$ cat config.mk
export PLATFORM = sky130hd
export DESIGN_NAME = bank_irq_ctrl
export DESIGN_NICKNAME = d
export VERILOG_FILES = /design/src/rtl/intc_pkg.sv /design/src/rtl/intc_sync.sv /design/src/rtl/intc_bank.sv /design/src/rtl/bank_irq_ctrl.sv
export SDC_FILE = /design/constraint.sdc
export NUM_CORES = 1
export LEC_CHECK = 0
export ABC_CLOCK_PERIOD_IN_PS = 9560
export BUFFER_PORTS_ARGS = -buffer_cell sky130_fd_sc_hd__buf_2
export CAP_MARGIN = 10
export CORE_UTILIZATION = 40
export DETAILED_ROUTE_END_ITERATION = 12
export PLACE_DENSITY_LB_ADDON = 0.1
export SYNTH_ARGS = -nofsm -noshare
export SYNTH_HDL_FRONTEND = slang
export SYNTH_HIERARCHICAL = 1
export SYNTH_SLANG_ARGS = --single-unit
$ cat constraint.sdc
create_clock -name clk -period 9.56 [get_ports clk]
set_clock_uncertainty 0.05 [all_clocks]
set_input_delay 1.912 -clock clk [delete_from_list [all_inputs] [get_ports clk]]
set_output_delay 1.912 -clock clk [all_outputs]
set_load 0.02 [all_outputs]
$ cat src/rtl/intc_pkg.sv
package intc_pkg;

    localparam int unsigned LINES_PER_BANK = 32;
    localparam int unsigned BANK_SPAN      = 24;

    typedef enum logic [2:0] {
        REG_STATUS = 3'd0,
        REG_ENABLE = 3'd1,
        REG_SET    = 3'd2,
        REG_CLEAR  = 3'd3,
        REG_POL    = 3'd4,
        REG_TRIG   = 3'd5,
        REG_NONE   = 3'd7
    } reg_sel_e;

    typedef struct packed {
        logic [LINES_PER_BANK-1:0] en;
        logic [LINES_PER_BANK-1:0] pol;
        logic [LINES_PER_BANK-1:0] trig_edge;
        logic [LINES_PER_BANK-1:0] status;
        logic [LINES_PER_BANK-1:0] prev;
    } bank_state_t;

    function automatic reg_sel_e decode_off(input logic [4:0] off);
        reg_sel_e r;
        case (off)
            5'h00:   r = REG_STATUS;
            5'h04:   r = REG_ENABLE;
            5'h08:   r = REG_SET;
            5'h0C:   r = REG_CLEAR;
            5'h10:   r = REG_POL;
            5'h14:   r = REG_TRIG;
            default: r = REG_NONE;
        endcase
        return r;
    endfunction

endpackage

$ cat src/rtl/intc_sync.sv
module intc_sync #(
    parameter int unsigned WIDTH  = 32,
    parameter int unsigned STAGES = 2
) (
    input  logic             clk,
    input  logic             rst_n,
    input  logic [WIDTH-1:0] d_i,
    output logic [WIDTH-1:0] q_o
);

    logic [WIDTH-1:0] stage_q [STAGES];
    logic [WIDTH-1:0] stage_d [STAGES];

    always_comb begin
        stage_d[0] = d_i;
        for (int k = 1; k < STAGES; k++) begin
            stage_d[k] = stage_q[k-1];
        end
    end

    generate
        for (genvar k = 0; k < STAGES; k++) begin : g_stage
            always_ff @(posedge clk or negedge rst_n) begin
                if (!rst_n) begin
                    stage_q[k] <= '0;
                end else begin
                    stage_q[k] <= stage_d[k];
                end
            end
        end
    endgenerate

    assign q_o = stage_q[STAGES-1];

endmodule

$ cat src/rtl/intc_bank.sv
module intc_bank
    import intc_pkg::*;
(
    input  logic                      clk,
    input  logic                      rst_n,
    input  logic [LINES_PER_BANK-1:0] lines_i,
    input  logic                      wr_i,
    input  reg_sel_e                  sel_i,
    input  logic [LINES_PER_BANK-1:0] wdata_i,
    output logic [LINES_PER_BANK-1:0] rdata_o,
    output logic                      irq_o
);

    bank_state_t st_q, st_d;
    logic [LINES_PER_BANK-1:0] lvl, hit, set_m, clr_m, latched;

    always_comb begin
        st_d    = st_q;
        lvl     = lines_i ~^ st_q.pol;
        hit     = (lines_i & ~st_q.prev & st_q.pol) | (~lines_i & st_q.prev & ~st_q.pol);
        set_m   = (wr_i && sel_i == REG_SET)   ? wdata_i : '0;
        clr_m   = (wr_i && sel_i == REG_CLEAR) ? wdata_i : '0;
        latched = (st_q.status | hit | set_m) & ~clr_m;

        st_d.status = (latched & st_q.trig_edge) | (lvl & ~st_q.trig_edge);
        st_d.prev   = lines_i;

        if (wr_i) begin
            case (sel_i)
                REG_ENABLE: st_d.en        = wdata_i;
                REG_POL:    st_d.pol       = wdata_i;
                REG_TRIG:   st_d.trig_edge = wdata_i;
                default:    ;
            endcase
        end
    end

    always_ff @(posedge clk or negedge rst_n) begin
        if (!rst_n) begin
            st_q <= '0;
        end else begin
            st_q <= st_d;
        end
    end

    always_comb begin
        case (sel_i)
            REG_STATUS: rdata_o = st_q.status;
            REG_ENABLE: rdata_o = st_q.en;
            REG_POL:    rdata_o = st_q.pol;
            REG_TRIG:   rdata_o = st_q.trig_edge;
            default:    rdata_o = '0;
        endcase
    end

    assign irq_o = |(st_q.status & st_q.en);

    logic live_q;
    always_ff @(posedge clk or negedge rst_n) begin
        if (!rst_n) live_q <= 1'b0;
        else        live_q <= 1'b1;
    end

    assert_clear_wins_R7: assert property (@(posedge clk) disable iff (!rst_n)
        (|(clr_m & st_q.trig_edge)) |=> ((st_q.status & $past(clr_m & st_q.trig_edge)) == '0));

    assert_edge_sticky_R5: assert property (@(posedge clk) disable iff (!rst_n)
        live_q |-> (($past(st_q.status & st_q.trig_edge & ~clr_m) & ~st_q.status) == '0));

    assert_level_track_R3: assert property (@(posedge clk) disable iff (!rst_n)
        live_q |-> (((st_q.status ^ $past(lvl)) & ~$past(st_q.trig_edge)) == '0));

    assert_masked_quiet_R9: assert property (@(posedge clk) disable iff (!rst_n)
        (st_q.en == '0) |-> !irq_o);

endmodule

$ cat src/rtl/bank_irq_ctrl.sv
module bank_irq_ctrl
    import intc_pkg::*;
#(
    parameter int unsigned NUM_BANKS = 4,
    parameter int unsigned ADDR_W    = 8
) (
    input  logic                                clk,
    input  logic                                rst_n,
    input  logic [NUM_BANKS*LINES_PER_BANK-1:0] src_i,
    input  logic                                reg_we_i,
    input  logic [ADDR_W-1:0]                   reg_addr_i,
    input  logic [LINES_PER_BANK-1:0]           reg_wdata_i,
    output logic [LINES_PER_BANK-1:0]           reg_rdata_o,
    output logic [NUM_BANKS-1:0]                irq_o
);

    localparam int unsigned SRC_N = NUM_BANKS * LINES_PER_BANK;

    logic [SRC_N-1:0]          src_sync;
    logic [NUM_BANKS-1:0]      bank_hit;
    logic [LINES_PER_BANK-1:0] bank_rd [NUM_BANKS];

    intc_sync #(.WIDTH(SRC_N), .STAGES(2)) sync_i (
        .clk   (clk),
        .rst_n (rst_n),
        .d_i   (src_i),
        .q_o   (src_sync)
    );

    generate
        for (genvar b = 0; b < NUM_BANKS; b++) begin : g_bank
            localparam logic [ADDR_W:0] BASE  = (ADDR_W+1)'(b * BANK_SPAN);
            localparam logic [ADDR_W:0] LIMIT = (ADDR_W+1)'((b + 1) * BANK_SPAN);
            logic [ADDR_W:0] rel;
            reg_sel_e        sel;

            assign bank_hit[b] = ({1'b0, reg_addr_i} >= BASE) && ({1'b0, reg_addr_i} < LIMIT);
            assign rel         = {1'b0, reg_addr_i} - BASE;
            assign sel         = bank_hit[b] ? decode_off(rel[4:0]) : REG_NONE;

            intc_bank bank_i (
                .clk     (clk),
                .rst_n   (rst_n),
                .lines_i (src_sync[b*LINES_PER_BANK +: LINES_PER_BANK]),
                .wr_i    (reg_we_i && bank_hit[b]),
                .sel_i   (sel),
                .wdata_i (reg_wdata_i),
                .rdata_o (bank_rd[b]),
                .irq_o   (irq_o[b])
            );
        end
    endgenerate

    always_comb begin
        reg_rdata_o = '0;
        for (int b = 0; b < NUM_BANKS; b++) begin
            reg_rdata_o = reg_rdata_o | bank_rd[b];
        end
    end

    assert_one_bank_R1: assert property (@(posedge clk) disable iff (!rst_n)
        $onehot0(bank_hit));

endmodule

==> metrics.yaml, run 1 <==
status:
  status: "complete, no violations"
setup_path:
  timing.setup.critical_path_class: "input port to primary output"
  arrival_ns: 5.27
  r2r_cells: 4
  r2r-start: "sync_i/q_o[13]"
  r2r-end: "g_bank[0].bank_i/st_q[45]"
  crit_fanout: 33
  rrSetupSlack_ns: 8.25
  worstPathRequired_ns: 7.60
  critPathCaptureType: "primary output"
  worstSetupStartpointType: "input port"
placement:
  portBuffers: 206
  gp_congestion: 0.878
  placed_area_um2: 39900
  dpl.cell_count: 4377
  dp_hpwl_um: 77500
drt:
  num_vias: 26200
  firstDrtPassIters: 5
  drc_errors: 0
  postRouteAntennaNets: 0
  avgRoutedWirePerCell_um: 25.4
  avgViaCountPerCell: 5.73
  drt-initial-drc-count: 2193
  wl_um: 116000
synth:
  post-synth-top-count-cell: "dfrtp_1"
  synth_edf_count: 0
  yosys.area.top_type: "dfrtp_1"
  synth_area_leaders: "dfrtp_1 (60%), mux2_1 (12%), a22oi_1 (6.4%)"
  postSynthAreaPerCell_um2: 12.4
  post-synth-top-area-fraction: 0.599
  seq_area_frac_synth: 0.599
  synth_commonest_cells: "dfrtp_1 (896), nand2_1 (395), mux2_1 (384), a22oi_1 (320)"
  yosysWarnings: 6
  syn_nets: 3190
  synthArstFlopShare: 1.00
  yosys_register_bits: 896
  ys.flop_type: "dfrtp_1"
  synthDistinctLibCells: 37
  syn_area_um2: 37500
  syn_inst: 3017
cts:
  clk_path_buf_depth: 3
  h-tree-depth: 3
  cts_tree: "yes"
  cts_resized: 0
  clock_latency_ns: 0.67
  path_clk_slew_ns: 0.06
  post_cts_buffers: 0
  clockRootBuffer: "clkbuf_16"
  cts-hold-fix-buffers: 0
  cts_made_buffers: 98
  numClockSinks: 896
grt:
  grt_pass1_vias: 26300
  grt_max_degree: 197
  track_usage: 0.246
  antenna_found_initial: 13
  grt-ovfl-total: 0
  grt_pass1_wl_um: 173000
power:
  p_leak_uw: 0.0203
  pwr-share-clk: 0.483
  powerDensity_nw_per_um2: 195
  internal_power_uw: 6550
  p_comb_frac: 0.038
  power_switching_uw: 1930
  switching_share: 0.228
  ir_worst_vdd_mv: 0.137
  p_seq_frac: 0.479
final_layout:
  drive_gt1_frac: 0.131
  seq_area_um2: 22400
  post-route-cell-area_um2: 43400
  n_fill_cell: 8271
  utilization: 0.471
  instances_no_fill: 4567
  area_growth_pct: 16.0
  multiInputGateArea_um2: 14500
  nets: 3407
hold_path:
  min_to: "sync_i/q_o[74]"
  min-delay-start: "sync_i/stage_d[74]"
  holdPathStages: 0
  hp-class: "flip-flop to flip-flop"
sta:
  tns_ns: 0
  period_minus_slack_ns: 7.23
  slew_headroom: 0.247
  max_freq_mhz: 138
  tightest_slew_ns: 1.13
  final_hold_viol_count: 0
  period_share: 0.757
  setup_violations: 0
  rsz0062_at_grt: "false"
  drv_slew: 0
floorplanning:
  die_w_um: 308
  die_h_um: 308
  dieArea_um2: 94900
  io_pins: 207
  initial_core_util: 0.406
  core_area_um2: 92200
  fp-row-count: 111
job:
  cap_violations: 0
[registers in the layout (all words and copies together) (netlist names)]
name / count
g_bank.bank_i/st_q: 640
sync_i/q_o: 128
sync_i/stage_d: 128
[cell usage in the layout, fill, tap and decap left out, drive strengths merged, types with 2 or more instances in the layout]
| cell | n |
|---|---|
| clkinvlp | 6 |
| or2 | 2 |
| and4b | 5 |
| nor2 | 6 |
| a2111oi | 2 |
| or4 | 36 |
| diode | 6 |
| bufinv | 15 |
| nor3b | 9 |
| xor2 | 128 |
| o22ai | 128 |
| clkinv | 19 |
| buf | 243 |
| o21ai | 129 |
| and2 | 10 |
| nor3 | 9 |
| a22oi | 320 |
| mux2 | 384 |
| nand2b | 130 |
| nand3b | 130 |
| nand4 | 19 |
| nand2 | 395 |
| dfrtp | 896 |
| o211ai | 4 |
| a211oi | 128 |
| and3b | 5 |
| nand3 | 3 |
| ha | 2 |
| a21oi | 3 |
| clkbuf | 140 |
| inv | 6 |
[power by group through the flow]
| stage | logic [uW] | registers (uW) | clock network [uW] |
|---|---|---|---|
| after floorplan | 132 | 4070 | 0 |
| after global placement | 317 | 4130 | 0 |
| after detailed placement | 329 | 4130 | 0 |
| after CTS | 330 | 4060 | 4210 |
| after global routing | 364 | 4080 | 4350 |
| final | 322 | 4060 | 4100 |
[metal layers]
layer | routed length, um | global-route usage | vias up | share of wire
li1 | - | - | 11600 | -
met1 | 49900 | 0.334 | 13500 | 0.43
met2 | 54300 | 0.393 | 845 | 0.47
met3 | 7950 | 0.0509 | 194 | 0.069
met4 | 3800 | 0.0835 | 4 | 0.033
met5 | 26 | 0 | - | 0.00022
[layout make-up]
| type | instances | share of cell area |
|---|---|---|
| flip-flops and latches | 896 | 0.516 |
| multi-input cells | 1993 | 0.334 |
| clock buffers | 140 | 0.0662 |
| well taps | 1243 | 0.0358 |
| repair buffers | 243 | 0.0318 |
| clock inverters | 44 | 0.0154 |
| diodes | 6 | 0.000346 |
| inverters | 2 | 0.000173 |
[critical path, cell delays in order]
cell      delay, ns
buf_2          0.23
inv_1          0.08
ha_1           0.24
or3_1          0.38
o211ai_1       0.20
nand3b_1       0.35
and3b_2        0.56
a22oi_1        0.30
nand2_1        0.08
or4_1          0.67
buf_2          0.23
[through the flow]
step | setup slack [ns] | total power (uW) | hold slack, ns
floorplan | 3.18 | 4210 | 0.281
global placement | 2.46 | 4440 | 0.284
detailed placement | 2.41 | 4460 | 0.285
CTS | 2.38 | 8600 | 0.298
global route | 2.21 | 8800 | 0.301
finish | 2.33 | 8490 | 0.295
[cell families (layout without fill, tap and decap cells)]
| family | Yosys count | count (layout) | share of synthesized area |
|---|---|---|---|
| other | 0 | 6 | 0 |
| XOR/XNOR | 128 | 128 | 0.0299 |
| flip-flops | 896 | 896 | 0.599 |
| AO/OA/AOI/OAI | 717 | 717 | 0.131 |
| buffers and inverters | 128 | 429 | 0.0165 |
| multiplexers | 384 | 384 | 0.115 |
| AND/OR/NAND/NOR | 762 | 762 | 0.108 |
| adder cells (fa/ha/maj) | 2 | 2 | 0.000668 |
[worst max path at each step]
| stage | end | cells past startpoint | from | slack (ns) |
|---|---|---|---|---|
| final | reg_rdata_o[5] | 11 | reg_addr_i[3] | 2.33 |
| after global placement | reg_rdata_o[17] | 11 | reg_addr_i[3] | 2.46 |
| after detailed placement | reg_rdata_o[5] | 11 | reg_addr_i[3] | 2.41 |
| after floorplan | reg_rdata_o[0] | 12 | reg_addr_i[3] | 3.18 |
| after CTS | reg_rdata_o[5] | 11 | reg_addr_i[3] | 2.38 |
| after global routing | reg_rdata_o[17] | 11 | reg_addr_i[3] | 2.21 |
Note: power is estimated with default switching activity, not from simulation.
==> inputs of run 2 (changes only) <==
--- a/config.mk
+++ b/config.mk
@@ -5,7 +5,7 @@
 export SDC_FILE = /design/constraint.sdc
 export NUM_CORES = 1
 export LEC_CHECK = 0
-export ABC_CLOCK_PERIOD_IN_PS = 9560
+export ABC_CLOCK_PERIOD_IN_PS = 6800
 export BUFFER_PORTS_ARGS = -buffer_cell sky130_fd_sc_hd__buf_2
 export CAP_MARGIN = 10
 export CORE_UTILIZATION = 40
==> constraint.sdc (replaced) <==
create_clock -name clk -period 6.8 [get_ports clk]
set_clock_uncertainty 0.05 [all_clocks]
set_input_delay 1.36 -clock clk [delete_from_list [all_inputs] [get_ports clk]]
set_output_delay 1.36 -clock clk [all_outputs]
set_load 0.02 [all_outputs]
==> metrics.yaml, run 2 (synthesis results as in run 1) <==
cts:
  cts-hold-fix-buffers: 0
  clk_path_buf_depth: 3
  cts_made_buffers: 99
  cts_resized: 0
  cts_tree: "yes"
  clockRootBuffer: "clkbuf_16"
  numClockSinks: 896
  path_clk_slew_ns: 0.06
  post_cts_buffers: 0
  clock_latency_ns: 0.66
  h-tree-depth: 3
setup_path:
  worstSetupStartpointType: "input port"
  arrival_ns: 4.96
  crit_fanout: 15
  r2r-start: "sync_i/q_o[13]"
  r2r-end: "g_bank[0].bank_i/st_q[45]"
  rrSetupSlack_ns: 5.52
  r2r_cells: 4
  timing.setup.critical_path_class: "input port to primary output"
  critPathCaptureType: "primary output"
  worstPathRequired_ns: 5.39
drt:
  avgViaCountPerCell: 5.69
  firstDrtPassIters: 6
  num_vias: 26000
  wl_um: 113000
  wl_met3_um: 6740
  top_layer: "met5"
  drt-initial-drc-count: 2121
  drc_errors: 0
  postRouteAntennaNets: 0
  drt-met1-wl_um: 48800
  wl_met2_um: 52800
  avgRoutedWirePerCell_um: 24.8
sta:
  max_freq_mhz: 157
  setup_violations: 0
  tightest_slew_ns: 1.21
  tns_ns: 0
  rsz0062_at_grt: "false"
  period_minus_slack_ns: 6.37
  period_share: 0.936
  drv_slew: 0
  slew_headroom: 0.194
  final_hold_viol_count: 0
placement:
  portBuffers: 206
  placed_area_um2: 40000
  dp_hpwl_um: 75300
  gp_congestion: 0.852
status:
  status: "complete, no violations"
grt:
  track_usage: 0.240
  grt_max_degree: 144
  grt_pass1_wl_um: 170000
  grt_pass1_vias: 26300
  antenna_found_initial: 8
  grt-ovfl-total: 0
power:
  p_total_uw: 11700
  p_leak_uw: 0.0203
  powerDensity_nw_per_um2: 270
  ir_worst_vdd_mv: 0.186
final_layout:
  seq_area_um2: 22400
  drive_gt1_frac: 0.134
  multiInputGateArea_um2: 14500
  nets: 3415
  post-route-cell-area_um2: 43400
  area_growth_pct: 15.9
  final_common_cell: "dfrtp_1"
  largest_register: "g_bank.bank_i/st_q"
  largest_reg_flops: 640
  layout_common_cells: "dfrtp_1 (896), nand2_1 (395), mux2_1 (384), a22oi_1 (320), buf_2 (205)"
  n_fill_cell: 8331
floorplanning:
  io_pins: 207
  die_w_um: 308
  fp-row-count: 111
  die_h_um: 308
  dieArea_um2: 94900
  core_area_um2: 92200
  initial_core_util: 0.406
hold_path:
  hp-class: "flip-flop to flip-flop"
  holdPathStages: 0
  min_to: "sync_i/q_o[86]"
  min-delay-start: "sync_i/stage_d[86]"
job:
  cap_violations: 0
## run 2: final cells by class
cell class                 count  share of cell area
clock inverter                37             0.00991
sequential                   896               0.516
multi-input combinational   1993               0.334
clock buffer                 143              0.0688
timing repair buffer         250              0.0345
tap                         1243              0.0358
inverter                       2            0.000173
antenna                        2            0.000115
## run 2: where the power goes
part,internal [uW],switching [uW]
registers,5530,176
logic,166,291
clock network,3350,2210
## run 2: worst max path at each step
stage	from	end	slack, ns	depth (start not counted)
finish	reg_addr_i[3]	reg_rdata_o[10]	0.43	13
global route	reg_addr_i[3]	reg_rdata_o[10]	0.30	13
CTS	reg_addr_i[3]	reg_rdata_o[25]	0.51	13
detailed placement	reg_addr_i[3]	reg_rdata_o[25]	0.50	13
global placement	reg_addr_i[3]	reg_rdata_o[25]	0.57	13
floorplan	reg_addr_i[3]	reg_rdata_o[0]	1.52	12
## run 2: per-stage QoR
step / hold WS, ns / cells / utilization / setup slack (ns)
finish: 0.295 / 4566 / 0.471 / 0.433
global route: 0.297 / 4564 / 0.471 / 0.305
CTS: 0.296 / 4564 / 0.471 / 0.505
detailed placement: 0.285 / 4384 / 0.434 / 0.499
global placement: 0.281 / 4384 / 0.434 / 0.572
floorplan: 0.281 / 3017 / - / 1.52
## run 2: layer usage
layer,GRT usage,up-vias
met3,0.0410,210
met1,0.325,13400
li1,-,11600
met4,0.103,2
met2,0.379,823
met5,0,-
## run 2: worst max-delay path, cell delays in order
cell     delay (ns)
buf_2          0.23
inv_1          0.08
ha_1           0.22
and3b_1        0.18
a221o_1        0.37
nand4_1        0.34
and3b_1        0.57
buf_4          0.34
buf_4          0.20
a22oi_1        0.15
nand2_1        0.07
or4_1          0.60
buf_2          0.22
